## src/rtl/gpio_port_pkg.sv

```systemverilog
package gpio_port_pkg;
  localparam int unsigned ADDR_W = 2;

  typedef enum logic [ADDR_W-1:0] {
    REG_DIR  = 2'd0,
    REG_DRV  = 2'd1,
    REG_PIN  = 2'd2,
    REG_NONE = 2'd3
  } reg_sel_e;
endpackage

```

## src/rtl/gpio_port_regs.sv

```systemverilog
module gpio_port_regs
  import gpio_port_pkg::*;
#(
  parameter int unsigned W = 8
) (
  input  logic              clk_i,
  input  logic              rst_ni,
  input  logic              wr_en_i,
  input  logic [ADDR_W-1:0] addr_i,
  input  logic [W-1:0]      wdata_i,
  output logic [W-1:0]      dir_o,
  output logic [W-1:0]      drv_o
);
  logic [W-1:0] dir_q, drv_q;
  logic         wr_dir, wr_drv;

  assign wr_dir = wr_en_i && (addr_i == REG_DIR);
  assign wr_drv = wr_en_i && (addr_i == REG_DRV);

  // async clear: pins float even with no clock
  always_ff @(posedge clk_i or negedge rst_ni) begin
    if (!rst_ni) begin
      dir_q <= '0;
      drv_q <= '0;
    end else begin
      if (wr_dir) dir_q <= wdata_i;
      if (wr_drv) drv_q <= wdata_i;
    end
  end

  assign dir_o = dir_q;
  assign drv_o = drv_q;

  p_dir_load_r2: assert property (@(posedge clk_i) disable iff (!rst_ni)
    (wr_en_i && addr_i == REG_DIR) |=> dir_o == $past(wdata_i));
  p_drv_load_r3: assert property (@(posedge clk_i) disable iff (!rst_ni)
    (wr_en_i && addr_i == REG_DRV) |=> drv_o == $past(wdata_i));
  p_dir_hold_r8: assert property (@(posedge clk_i) disable iff (!rst_ni)
    !(wr_en_i && addr_i == REG_DIR) |=> $stable(dir_o));
  p_drv_hold_r8: assert property (@(posedge clk_i) disable iff (!rst_ni)
    !(wr_en_i && addr_i == REG_DRV) |=> $stable(drv_o));
endmodule

```

## src/rtl/gpio_port_sync.sv

```systemverilog
module gpio_port_sync #(
  parameter int unsigned W      = 8,
  parameter int unsigned STAGES = 2
) (
  input  logic         clk_i,
  input  logic         rst_ni,
  input  logic         sleep_i,
  input  logic [W-1:0] pad_i,
  output logic [W-1:0] sync_o
);
  logic [STAGES-1:0][W-1:0] stg_q;
  logic [W-1:0]             gated;

  // blank the input while asleep
  assign gated = sleep_i ? '0 : pad_i;

  for (genvar s = 0; s < STAGES; s++) begin : g_stage
    always_ff @(posedge clk_i or negedge rst_ni) begin
      if (!rst_ni) stg_q[s] <= '0;
      else if (s == 0) stg_q[s] <= gated;
      else stg_q[s] <= stg_q[(s == 0) ? 0 : s-1];
    end
  end

  assign sync_o = stg_q[STAGES-1];

  if (STAGES == 2) begin : g_chk
    p_latency_r6: assert property (@(posedge clk_i) disable iff (!rst_ni)
      ($past(rst_ni, 2) && !$past(sleep_i, 2)) |-> sync_o == $past(pad_i, 2));
    p_sleep_zero_r7: assert property (@(posedge clk_i) disable iff (!rst_ni)
      ($past(rst_ni, 2) && $past(sleep_i, 2)) |-> sync_o == '0);
  end
endmodule

```

## src/rtl/gpio_port_pad.sv

```systemverilog
module gpio_port_pad #(
  parameter int unsigned W = 8
) (
  input  logic [W-1:0] dir_i,
  input  logic [W-1:0] drv_i,
  input  logic         pu_dis_i,
  output logic [W-1:0] out_o,
  output logic [W-1:0] oe_o,
  output logic [W-1:0] pu_o
);
  for (genvar b = 0; b < W; b++) begin : g_pin
    always_comb begin
      oe_o[b]  = dir_i[b];
      out_o[b] = drv_i[b];
      pu_o[b]  = !dir_i[b] && drv_i[b] && !pu_dis_i;
    end
  end
endmodule

```

## src/rtl/gpio_port.sv

```systemverilog
module gpio_port
  import gpio_port_pkg::*;
#(
  parameter int unsigned W = 8
) (
  input  logic              clk_i,
  input  logic              rst_ni,
  input  logic              wr_en_i,
  input  logic              rd_en_i,
  input  logic [ADDR_W-1:0] addr_i,
  input  logic [W-1:0]      wdata_i,
  output logic [W-1:0]      rdata_o,
  input  logic [W-1:0]      pad_in_i,
  output logic [W-1:0]      pad_out_o,
  output logic [W-1:0]      pad_oe_o,
  output logic [W-1:0]      pad_pu_o,
  input  logic              pu_dis_i,
  input  logic              sleep_i
);
  logic [W-1:0] dir, drv, pin_sync;

  gpio_port_regs #(.W(W)) u_regs (
    .clk_i, .rst_ni, .wr_en_i, .addr_i, .wdata_i,
    .dir_o(dir), .drv_o(drv)
  );

  gpio_port_sync #(.W(W), .STAGES(2)) u_sync (
    .clk_i, .rst_ni, .sleep_i, .pad_i(pad_in_i), .sync_o(pin_sync)
  );

  gpio_port_pad #(.W(W)) u_pad (
    .dir_i(dir), .drv_i(drv), .pu_dis_i,
    .out_o(pad_out_o), .oe_o(pad_oe_o), .pu_o(pad_pu_o)
  );

  always_comb begin
    rdata_o = '0;
    if (rd_en_i) begin
      unique case (addr_i)
        REG_DIR: rdata_o = dir;
        REG_DRV: rdata_o = drv;
        REG_PIN: rdata_o = pin_sync;
        default: rdata_o = '0;
      endcase
    end
  end

  p_pu_dis_r5: assert property (@(posedge clk_i) disable iff (!rst_ni)
    pu_dis_i |-> pad_pu_o == '0);
  p_pu_vs_oe_r5: assert property (@(posedge clk_i) disable iff (!rst_ni)
    (pad_pu_o & pad_oe_o) == '0);
  p_oe_follow_r4: assert property (@(posedge clk_i) disable iff (!rst_ni)
    (wr_en_i && addr_i == REG_DIR) |=> pad_oe_o == $past(wdata_i));
  p_idle_read_r9: assert property (@(posedge clk_i) disable iff (!rst_ni)
    !rd_en_i |-> rdata_o == '0);
endmodule

```

## config.mk

```make
export PLATFORM = sky130hd
export DESIGN_NAME = gpio_port
export DESIGN_NICKNAME = d
export VERILOG_FILES = /design/src/rtl/gpio_port_pkg.sv /design/src/rtl/gpio_port_regs.sv /design/src/rtl/gpio_port_sync.sv /design/src/rtl/gpio_port_pad.sv /design/src/rtl/gpio_port.sv
export SDC_FILE = /design/constraint.sdc
export NUM_CORES = 1
export LEC_CHECK = 0
export BUFFER_PORTS_ARGS = -buffer_cell sky130_fd_sc_hd__buf_2
export CORE_MARGIN = 4
export CORE_UTILIZATION = 45
export DETAILED_ROUTE_END_ITERATION = 7
export PLACE_DENSITY = 0.79
export SLEW_MARGIN = 10
export SYNTH_ARGS = -nofsm -noshare
export SYNTH_HDL_FRONTEND = slang
export SYNTH_SLANG_ARGS = --single-unit
export TNS_END_PERCENT = 1
```

## constraint.sdc

```tcl
create_clock -name clk_i -period 1 [get_ports clk_i]
set_input_delay 0 -clock clk_i [delete_from_list [all_inputs] [get_ports clk_i]]
set_output_delay 0 -clock clk_i [all_outputs]
set_load 0.03 [all_outputs]
```

==> impl_results.md <==
* Status: finished, violations left
* Failing checks: setup timing
* Hold Crit Class: input pin to async pin
* Die width at 63.51 um
* Initial drt markers at 78
* Final Hold Viols at 0
* Max Clock Skew at 0.009226 ns
* Largest fanout on the critical path at 2
* Drt drc at 0
* DP Wirelength at 2.367 mm
* Combinational share of power at 38.0%
* Worst setup path startpoint: u_regs.dir_o[6]
* Final WS setup at -0.3330 ns
* Slew at the pin closest to its max-slew limit at 0.2849 ns
* Sink Count at 32
* Initial core utilization at 48.60%
* RSZ-0062 raised after global routing: yes
* Synth Area in XOR/XNOR at 0%
* Core Area at 2853 um2
* Slowest CP cell: dfrtp_1
* Routed Antenna Nets at 0
* Leading area contributor after synthesis: dfrtp_1
* Critical path cell sequence: mux2i_2 > o21ai_1 > and2_4 > buf_6
* Cells after synthesis at 103
* Drt via density at 5.292
* Synth top area share at 57.76%
* DR vias at 1196
* Total GRT Usage at 20.60%
* DIE AREA at 4033 um2
* Depth of the CTS H-tree at 2
* Switching fraction of total power at 33.45%
* Die Height at 63.51 um
* Mux contribution to synthesized area at 18.77%
* Worst path bufs/invs at 1
* Clock power share at 20.9%
* Layout area overhead at 62.36%
* Overall power at 3.832 mW
* # IOs at 56
* Pin count of the biggest net entering global routing at 15
* Nets@finish at 219
* Pint at 2.550 mW
* Number of global-route vias before repair at 1265
* Final wirelength at 3.841 mm
* Post-Synth Simple-Gate Area at 18.05%
* Mapped cell area at 1386 um2
* Hold WS at 0.08812 ns
* Syn_area_per_cell at 13.46 um2
* Syn_nets at 127
* RePlAce Congestion at 0.8421
* Seq/Total Area, Yosys at 57.76%
* Peak supply drop at 1.082 mV
* Largest family of logic cells by synthesized area: multiplexers
* Non-filler instance count after layout at 226
* Startpoint Class: flop
* Final Max Slew Viols at 0
* WL/cell at 17.00 um
* Fmax at 750.2 MHz
* Initial antenna violation count at 0
* Antenna cells at 0
* Clock-pin slew on the worst setup and hold paths at 0.10 ns
* First-pass GRT wire length at 6.334 mm
* Largest delay share family, worst path: flip-flops
* Worst-case clock buffer depth at 2
* Worst R2R Start: u_regs.dir_o[5]
* Pleak at 1.080 nW
* CP Data Required Time at 1.00 ns
* Synth Area in Compound Gates at 2.888%
* Fillers at 166
* Part of the cycle the worst path needs at 133.3%
* Final setup fails at 19
* CTS tree: yes
* Reg power frac at 41.1%
* # port buffers at 55
* Relative slew slack at 81.00%
* P_sw at 1.282 mW
* Final Util at 78.90%
* Site Rows at 19
* Worst Setup End Kind: primary output
* Yosys warns at 0
* Worst-Skew Late Latency at 0.33 ns
* Share of cells above drive strength 1 at 55.90%
* DRT Pass-1 Iters at 4
* Num CTS Buffers at 5
* Crit-path max cell delay at 0.42 ns
* Critical setup path kind: flop to primary output
* Synth cell types at 13
* Root buffer cell: clkbuf_4
* Synth Area in Adders at 0%
* Final Cell Area at 2251 um2
* Min Tclk post-route at 1.333 ns
* Cells after DPL at 192
* Max Cap Violations at 0
* Crit path DAT at 1.33 ns
* Top cells by area, synth: dfrtp_1 (58%), mux2_2 (13%), mux2i_1 (5.8%)
* #FFs+latches synth at 32
* Placed cell areas at 1767 um2
* Pwr per Cell Area at 1703 nW/um2
* GRT overflow at 0
## synth_stat cells
master,instances
dfrtp_1,32
mux2_2,16
and2_1,8
mux2i_1,8
nand3b_1,8
nor2b_1,8
nor3b_1,8
o21ai_0,8
buf_6,2
clkbuf_1,2
buf_2,1
nand3b_2,1
nor3b_4,1
## placed cells by master (no fill, tap or decap), drive strengths merged
cell type	netlist	routed
dlygate4sd3	0	18
nand3b	9	9
dfrtp	32	32
buf	3	72
o21ai	8	8
mux2i	8	8
nor3b	9	9
nor2b	8	8
and2	8	8
clkbuf	2	7
mux2	16	16
## worst paths after layout
kind / to / slack [ns] / depth (start not counted)
max in group asynchronous: u_sync.sync_o[4] / 0.45 / 3
max reg2reg: u_regs.dir_o[5] / 0.01 / 3
max: rdata_o[6] / -0.33 / 4
min: u_regs.dir_o[1] / 0.09 / 2
min in group clk_i: u_regs.drv_o[0] / 0.24 / 3
min reg2reg: u_sync.sync_o[1] / 0.34 / 0
## power groups by stage
stage / Combinational [mW] / Sequential, mW / Clock [mW]
floorplan: 0.429 / 1.84 / 0
global placement: 0.999 / 1.60 / 0
detailed placement: 1.02 / 1.61 / 0
CTS: 1.41 / 1.56 / 0.814
global route: 1.53 / 1.60 / 0.874
finish: 1.46 / 1.57 / 0.801
## flip-flops by register name, summed over array words and instances, names as in the netlist
signal	cells
u_regs.drv_o	8
u_regs.dir_o	8
u_sync.stg_q	8
u_sync.sync_o	8
## routing by layer
| layer | global-route usage [%] | vias up | part of all wire (%) |
|---|---|---|---|
| met5 | 0 | - | 0 |
| met4 | 11.05 | 0 | 3.2 |
| met3 | 5.329 | 13 | 4.4 |
| met2 | 34.16 | 46 | 51 |
| met1 | 24.26 | 595 | 41 |
| li1 | - | 542 | - |
## final cells by class
class / count / area (um2) / share of cell area [%]
clock buffer: 7 / 65.06 / 2.890
multi-input combinational: 66 / 605.6 / 26.90
sequential: 32 / 802.0 / 35.63
tap: 31 / 38.79 / 1.723
timing repair buffer: 90 / 739.5 / 32.85
## stage by stage
| stage | worst slack (ns) | setup TNS (ns) |
|---|---|---|
| floorplan | -0.06231 | -0.5916 |
| global placement | 0.05155 | 0 |
| detailed placement | 0.006415 | 0 |
| CTS | -0.2798 | -3.568 |
| global route | -0.3800 | -5.053 |
| finish | -0.3330 | -3.714 |
## cell families (layout without fill, tap and decap cells)
group / after synthesis / in the layout
AND/OR/NAND/NOR: 34 / 34
buffers and inverters: 5 / 97
flip-flops: 32 / 32
AO/OA/AOI/OAI: 8 / 8
multiplexers: 24 / 24
## repair_timing
action | in CTS | in global routing
pin swaps | 13 | 4
gates resized for setup | 55 | 8
hold buffers | 18 | 0
setup endpoints to repair | 17 | 26
endpoints found under the hold margin | 56 | 0
buffers inserted | 9 | 0
cloned | 0 | 0
Power figures use the tool's default switching activity.
